--- config.mk ---
export PLATFORM = sky130hd
export DESIGN_NAME = ets_cmd_arbiter
export DESIGN_NICKNAME = d
export VERILOG_FILES = /design/src/rtl/ets_arb_pkg.sv /design/src/rtl/ets_cfg_regs.sv /design/src/rtl/ets_credit_bank.sv /design/src/rtl/ets_strict_sched.sv /design/src/rtl/ets_cmd_arbiter.sv
export SDC_FILE = /design/constraint.sdc
export NUM_CORES = 1
export LEC_CHECK = 0
export ABC_AREA = 1
export ABC_CLOCK_PERIOD_IN_PS = 9200
export CAP_MARGIN = 15
export CELL_PAD_IN_SITES_DETAIL_PLACEMENT = 1
export CELL_PAD_IN_SITES_GLOBAL_PLACEMENT = 2
export CORE_MARGIN = 2
export CORE_UTILIZATION = 32
export CTS_BUF_LIST = sky130_fd_sc_hd__clkbuf_4 sky130_fd_sc_hd__clkbuf_8 sky130_fd_sc_hd__clkbuf_16
export DETAILED_ROUTE_END_ITERATION = 10
export GPL_ROUTABILITY_DRIVEN = 0
export GPL_TIMING_DRIVEN = 0
export PLACE_DENSITY = 0.87
export SETUP_SLACK_MARGIN = 0.05
export SYNTH_ARGS = -nofsm -noshare
export SYNTH_HDL_FRONTEND = slang
export SYNTH_SLANG_ARGS = --single-unit
export TNS_END_PERCENT = 10
--- constraint.sdc ---
create_clock -name clk -period 9.2 [get_ports clk]
set_input_delay 1.84 -clock clk [delete_from_list [all_inputs] [get_ports clk]]
set_output_delay 1.84 -clock clk [all_outputs]
set_load 0.1 [all_outputs]
--- src/rtl/ets_arb_pkg.sv ---
package ets_arb_pkg;
  localparam int NCLS = 2;

  typedef enum logic [2:0] {
    SEL_WEIGHT0 = 3'd0,
    SEL_WEIGHT1 = 3'd1,
    SEL_CEIL0   = 3'd2,
    SEL_CEIL1   = 3'd3,
    SEL_MODE    = 3'd4,
    SEL_HIGH    = 3'd5,
    SEL_SLOTS   = 3'd6
  } cfg_sel_e;
endpackage

--- src/rtl/ets_cfg_regs.sv ---
module ets_cfg_regs
  import ets_arb_pkg::*;
#(
  parameter int WW = 31,
  parameter int SW = 16
) (
  input  logic                     clk,
  input  logic                     rst,
  input  logic                     cfg_we,
  input  logic [2:0]               cfg_addr,
  input  logic [31:0]              cfg_wdata,
  output logic [NCLS-1:0][WW-1:0]  weight,
  output logic [NCLS-1:0][WW-1:0]  ceil,
  output logic                     wfq_en,
  output logic                     high_cls,
  output logic [SW-1:0]            slots
);
  always_ff @(posedge clk) begin
    if (rst) begin
      weight   <= '0;
      ceil     <= '0;
      wfq_en   <= 1'b0;
      high_cls <= 1'b0;
      slots    <= '0;
    end else if (cfg_we) begin
      case (cfg_sel_e'(cfg_addr))
        SEL_WEIGHT0: weight[0] <= cfg_wdata[WW-1:0];
        SEL_WEIGHT1: weight[1] <= cfg_wdata[WW-1:0];
        SEL_CEIL0:   ceil[0]   <= cfg_wdata[WW-1:0];
        SEL_CEIL1:   ceil[1]   <= cfg_wdata[WW-1:0];
        SEL_MODE:    wfq_en    <= cfg_wdata[0];
        SEL_HIGH:    high_cls  <= cfg_wdata[0];
        SEL_SLOTS:   slots     <= cfg_wdata[SW-1:0];
        default: ;
      endcase
    end
  end

  // a mode write lands in the register at the next edge
  assert_mode_write_R4: assert property (@(posedge clk) disable iff (rst)
    (cfg_we && cfg_addr == 3'd4) |=> (wfq_en == $past(cfg_wdata[0])));
endmodule

--- src/rtl/ets_credit_bank.sv ---
module ets_credit_bank
  import ets_arb_pkg::*;
#(
  parameter int WW = 31,
  parameter int LW = 16,
  localparam int CW = WW + 2
) (
  input  logic                     clk,
  input  logic                     rst,
  input  logic                     wfq_en,
  input  logic                     fire,
  input  logic                     win,
  input  logic [LW-1:0]            win_len,
  input  logic [NCLS-1:0]          valid,
  input  logic [NCLS-1:0][WW-1:0]  weight,
  input  logic [NCLS-1:0][WW-1:0]  ceil,
  output logic [NCLS-1:0][CW-1:0]  eff_credit
);
  localparam logic signed [CW-1:0] FLOOR = {2'b11, {WW{1'b0}}};

  logic signed [CW-1:0] cred_q [NCLS];
  logic [NCLS-1:0]      positive;
  logic                 refill;

  always_comb begin
    for (int c = 0; c < NCLS; c++) positive[c] = (cred_q[c] > 0);
  end
  assign refill = wfq_en && ((valid & positive) == '0);

  for (genvar c = 0; c < NCLS; c++) begin : g_cls
    logic signed [CW-1:0] sum, bnd, capped, eff, charged;
    assign bnd     = $signed({2'b00, ceil[c]});
    assign sum     = cred_q[c] + $signed({2'b00, weight[c]});
    assign capped  = (sum > bnd) ? bnd : sum;
    assign eff     = refill ? capped : cred_q[c];
    assign charged = eff - $signed({{(CW-LW){1'b0}}, win_len});
    assign eff_credit[c] = eff;

    always_ff @(posedge clk) begin
      if (rst) cred_q[c] <= '0;
      else if (fire && wfq_en) begin
        if (win == 1'(c)) cred_q[c] <= (charged < FLOOR) ? FLOOR : charged;
        else              cred_q[c] <= eff;
      end
    end

    // after a refill decision no credit exceeds its ceiling
    assert_capped_R8: assert property (@(posedge clk) disable iff (rst)
      (fire && refill) |=> (cred_q[c] <= $past(bnd)));
    // credits frozen in priority mode
    assert_frozen_R10: assert property (@(posedge clk) disable iff (rst)
      !wfq_en |=> (cred_q[c] == $past(cred_q[c])));
  end
endmodule

--- src/rtl/ets_strict_sched.sv ---
module ets_strict_sched #(
  parameter int SW = 16
) (
  input  logic          clk,
  input  logic          rst,
  input  logic          adv,
  input  logic [SW-1:0] slots,
  output logic          rr_slot,
  output logic          rr_first
);
  logic [SW-1:0] cnt;

  assign rr_slot = (cnt >= slots);

  always_ff @(posedge clk) begin
    if (rst) begin
      cnt      <= '0;
      rr_first <= 1'b0;
    end else if (adv) begin
      if (rr_slot) begin
        cnt      <= '0;
        rr_first <= ~rr_first;
      end else begin
        cnt <= cnt + 1'b1;
      end
    end
  end

  // a strict grant moves the slot count on by one
  assert_slot_count_R5: assert property (@(posedge clk) disable iff (rst)
    (adv && !rr_slot) |=> (cnt == $past(cnt) + 1'b1));
  // a round-robin grant flips the first choice and restarts the count
  assert_rr_flip_R6: assert property (@(posedge clk) disable iff (rst)
    (adv && rr_slot) |=> (rr_first != $past(rr_first) && cnt == '0));
endmodule

--- src/rtl/ets_cmd_arbiter.sv ---
module ets_cmd_arbiter
  import ets_arb_pkg::*;
#(
  parameter int WW = 31,
  parameter int LW = 16,
  parameter int SW = 16
) (
  input  logic          clk,
  input  logic          rst,
  input  logic          cfg_we,
  input  logic [2:0]    cfg_addr,
  input  logic [31:0]   cfg_wdata,
  input  logic          cos0_valid,
  input  logic [LW-1:0] cos0_len,
  output logic          cos0_ready,
  input  logic          cos1_valid,
  input  logic [LW-1:0] cos1_len,
  output logic          cos1_ready,
  output logic          grant_valid,
  output logic          grant_cos,
  output logic [LW-1:0] grant_len
);
  localparam int CW = WW + 2;

  logic [NCLS-1:0][WW-1:0] weight, ceil;
  logic [NCLS-1:0][CW-1:0] eff;
  logic                    wfq_en, high_cls, rr_slot, rr_first;
  logic [SW-1:0]           slots;
  logic [NCLS-1:0]         valid, ready;
  logic                    fire, win, last_win;
  logic [LW-1:0]           win_len;
  logic [31:0]             unused_wdata;

  assign unused_wdata = cfg_wdata;
  assign valid = {cos1_valid, cos0_valid};
  assign fire  = |valid;

  ets_cfg_regs #(.WW(WW), .SW(SW)) u_cfg (
    .clk(clk), .rst(rst), .cfg_we(cfg_we), .cfg_addr(cfg_addr),
    .cfg_wdata(cfg_wdata), .weight(weight), .ceil(ceil),
    .wfq_en(wfq_en), .high_cls(high_cls), .slots(slots)
  );

  ets_credit_bank #(.WW(WW), .LW(LW)) u_credit (
    .clk(clk), .rst(rst), .wfq_en(wfq_en), .fire(fire), .win(win),
    .win_len(win_len), .valid(valid), .weight(weight), .ceil(ceil),
    .eff_credit(eff)
  );

  ets_strict_sched #(.SW(SW)) u_sched (
    .clk(clk), .rst(rst), .adv(fire && !wfq_en), .slots(slots),
    .rr_slot(rr_slot), .rr_first(rr_first)
  );

  always_comb begin
    if (!valid[1])      win = 1'b0;
    else if (!valid[0]) win = 1'b1;
    else if (wfq_en) begin
      if ($signed(eff[0]) > $signed(eff[1]))      win = 1'b0;
      else if ($signed(eff[1]) > $signed(eff[0])) win = 1'b1;
      else                                        win = ~last_win;
    end else begin
      win = rr_slot ? rr_first : high_cls;
    end
  end

  assign win_len = win ? cos1_len : cos0_len;
  assign ready   = fire ? (win ? 2'b10 : 2'b01) : 2'b00;
  assign cos0_ready = ready[0];
  assign cos1_ready = ready[1];

  always_ff @(posedge clk) begin
    if (rst) begin
      grant_valid <= 1'b0;
      grant_cos   <= 1'b0;
      grant_len   <= '0;
      last_win    <= 1'b1;
    end else begin
      grant_valid <= fire;
      if (fire) begin
        grant_cos <= win;
        grant_len <= win_len;
        last_win  <= win;
      end
    end
  end

  // ready is exclusive and only offered to a requester
  assert_ready_legal_R2: assert property (@(posedge clk) disable iff (rst)
    $onehot0(ready) && ((ready & ~valid) == 2'b00));
  // work conserving
  assert_work_conserving_R2: assert property (@(posedge clk) disable iff (rst)
    (|valid) |-> (|ready));
  // a handshake is reported on the next cycle
  assert_grant_report_R3: assert property (@(posedge clk) disable iff (rst)
    (|ready) |=> (grant_valid && grant_cos == $past(ready[1])));
  assert_idle_report_R3: assert property (@(posedge clk) disable iff (rst)
    !(|valid) |=> !grant_valid);
endmodule

==> results.md <==
- Clk_skew: 0.0222 ns
- Ratio of cells with drive above 1 in the final layout: 20.0%
- Status: finished, violations left
- Crit path required time: 9.55 ns
- Reported leakage power: 11.2 nW
- Final Critical Period: 10.59 ns
- Most instantiated cells after synthesis: nand2_1, nor2_1, inv_1, a21oi_1, o21ai_0
- CP Class: flop to flop
- RR Endpoint: u_credit.cred_q[1][6]
- Syn Inst Count: 2,763
- PortBufs: 89
- Ports: 92
- First-pass GRT wire length: 123 mm
- Clk slew on worst S/H paths: 0.06 ns
- Pin count of the biggest net entering global routing: 25
- CP endpoint kind: flop
- CP bufs+invs: 27
- Hold_sp: u_cfg.slots[7]
- Slew @ Worst Pin: 1.00 ns
- Yosys cell types: 66
- Ys async rst share: 0%
- Site row count: 90
- Slew margin rel.: 32.9%
- Fin. max-slew vios: 0
- Flop-to-flop setup slack: -1.39 ns
- Final Non-Filler Cells: 3,851
- Hold crit path type: flop to flop
- First DRT Iteration DRCs: 1,072
- Iteration count of the initial detailed-routing pass: 5
- Htree depth: 1
- Total power: 3.63 mW
- Crit-path most repeated cell: buf_4
- Clk Latency, worst-skew pair: 0.59 ns
- Post-Syn Nets: 3,042
- Die area: 62,300 um^2
- Synth top area share: 18.5%
- Fin. Hold Viols: 0
- Failing checks: setup timing
- Post-Syn Area: 19,300 um^2
- Final core utilization: 42.3%
- Worst path max stage delay: 0.46 ns
- DR DRC count: 0
- Via count: 20,600
- Most common cell in the netlist: nand2_1
- Post-route antenna net violation count: 0
- Hold Path End: u_cfg.slots[7]
- Peak VDD IR: 174 uV
- Starting Density: 32.2%
- Layout area overhead: 31.4%
- Arr. time, crit path: 10.94 ns
- Number of global-route vias before repair: 21,400
- Final setup violation count: 68
- Gr usage total: 25.3%
- Yosys warnings: 0
- Reg2reg path depth: 72
- Num CTS Buffers: 30
- GR Overflow Total: 0
- RSZ-0062 raised after global routing: true
- Hold Crit Depth: 2
- Die Width: 250 um
- Cell taking the most area after synthesis: dfxtp_1
- Final WL: 83.7 mm
- Worst slack at placement: -3.90 ns
- Avg Cell Area, Syn: 6.99 um^2
- PD cells: 143 nW/um^2
- Seq cells post-synth: 244
- Maximum buffer depth of the clock tree: 3
- Placed Cells: 3,636
- # Max-Cap Violations: 0
- CTS tree: yes
- FF-to-FF Start: u_credit.cred_q[1][7]
- Synth area leaders: dfxtp_1, ha_1, edfxtp_1, nand2_1, nor2_1
- Clock Sinks: 244
- Core area: 60,000 um^2
- Seq/Total Area, Yosys: 28.7%
- Via-to-Cell Ratio: 5.35
- Detailed Place HPWL: 63.1 mm
- DIE HEIGHT: 250 um
- Final WS setup: -1.39 ns
- CP delay by family, top: buffers and inverters
- Root Driver: clkbuf_16
- Crit-path max FO: 7
- Wire length per cell: 21.7 um
- Final worst path period share: 115%
- Initial antenna violation count: 1
- Max Clock Freq: 94.4 MHz
- Hold buffers post-CTS: 0
- Slowest stage cell on the critical path: edfxtp_1
- Ys flop type: dfxtp_1
- CP startpoint kind: flop
- Fin nets: 3,325
- EDFF count, synth: 66
==> tightest hold or removal path, cell delays in order, from the launching register on <==
cell and delay [ns]:
dfxtp_1 0.30, inv_1 0.06, a21oi_1 0.06
==> cell families after synthesis <==
family	synth area share [%]
AO/OA/AOI/OAI	18.5
buffers and inverters	8.99
adder cells (fa/ha/maj)	13.6
XOR/XNOR	5.49
flip-flops	28.7
AND/OR/NAND/NOR	24.7
==> stage by stage <==
| stage | instance area (um^2) | hold WS, ns | TNS, ns |
|---|---|---|---|
| 6_report | 25400 | 0.466 | -76.67 |
| 5_1_grt | 25400 | 0.489 | -100.30 |
| 4_1_cts | 23900 | 0.469 | -64.26 |
| 3_5_place_dp | 21300 | 0.460 | -244.78 |
| 3_3_place_gp | 21200 | 0.450 | -229.55 |
| 2_1_floorplan | 19400 | 0.435 | 0 |
==> routing by layer <==
layer	vias to the layer above	GRT usage [%]	wire, um
li1	9739	-	-
met1	10100	32.1	35900
met2	583	43.1	39600
met3	195	2.87	3960
met4	2	11.3	4140
met5	-	0	10
==> power breakdown <==
group,internal (mW),switching [mW],leakage (nW),total (mW)
logic,0.477,0.729,8.51,1.21
registers,1.15,0.0363,2.13,1.18
clock network,0.724,0.518,0.516,1.24
==> repair_timing <==
item                                    in CTS  in global routing
endpoints found under the setup margin      68                 68
resized for setup                          225                211
pin swaps                                   77                122
setup buffers                               88                 65
gates cloned                                 3                  5
endpoints found under the hold margin        0                  0
==> sequential cells by signal (all words and copies together), names as in the netlist <==
name              count
u_credit.cred_q      66
u_cfg.ceil           62
u_cfg.weight         62
grant_len            16
u_cfg.slots          16
u_sched.cnt          16
grant_cos             1
grant_valid           1
last_win              1
u_cfg.high_cls        1
u_cfg.wfq_en          1
u_sched.rr_first      1
==> layout make-up <==
type / instances / area, um^2
tap: 782 / 978
fill: 7413 / 34600
clock inverter: 12 / 109
buffer: 99 / 647
inverter: 329 / 1260
multi-input combinational: 2090 / 13600
timing repair buffer: 252 / 2350
clock buffer: 42 / 920
antenna: 1 / 2.50
sequential: 244 / 5550
==> cell usage in the layout, fill, tap and decap left out, drive strengths merged, types with 2 or more instances in the layout <==
master / instances
nor3: 30
xor2: 83
a21oi: 270
a31oi: 11
o211ai: 3
nor3b: 3
clkdlybuf4s50: 87
nand4: 28
dfxtp: 178
a21boi: 7
and2: 36
a2bb2oi: 9
nor4: 16
nand2: 476
o21ai: 288
a211oi: 5
ha: 203
or2: 26
o22ai: 2
o21a: 22
xnor2: 35
o21bai: 21
clkinv: 13
o31ai: 2
clkinvlp: 3
nand3: 125
edfxtp: 66
fa: 4
nand3b: 4
clkbuf: 113
inv: 324
nor2: 363
buf: 191
a21o: 10
==> how the worst max path moves through the flow <==
stage                                     start  depth (start not counted)                endpoint
after floorplan           u_credit.cred_q[1][0]                         66  u_credit.cred_q[1][14]
after global placement    u_credit.cred_q[1][2]                         67   u_credit.cred_q[1][3]
after detailed placement  u_credit.cred_q[1][2]                         67   u_credit.cred_q[1][7]
after CTS                 u_credit.cred_q[1][0]                         71  u_credit.cred_q[1][27]
after global routing      u_credit.cred_q[1][6]                         70   u_credit.cred_q[1][6]
final                     u_credit.cred_q[1][7]                         72   u_credit.cred_q[1][6]
Note: power is estimated with default switching activity, not from simulation.
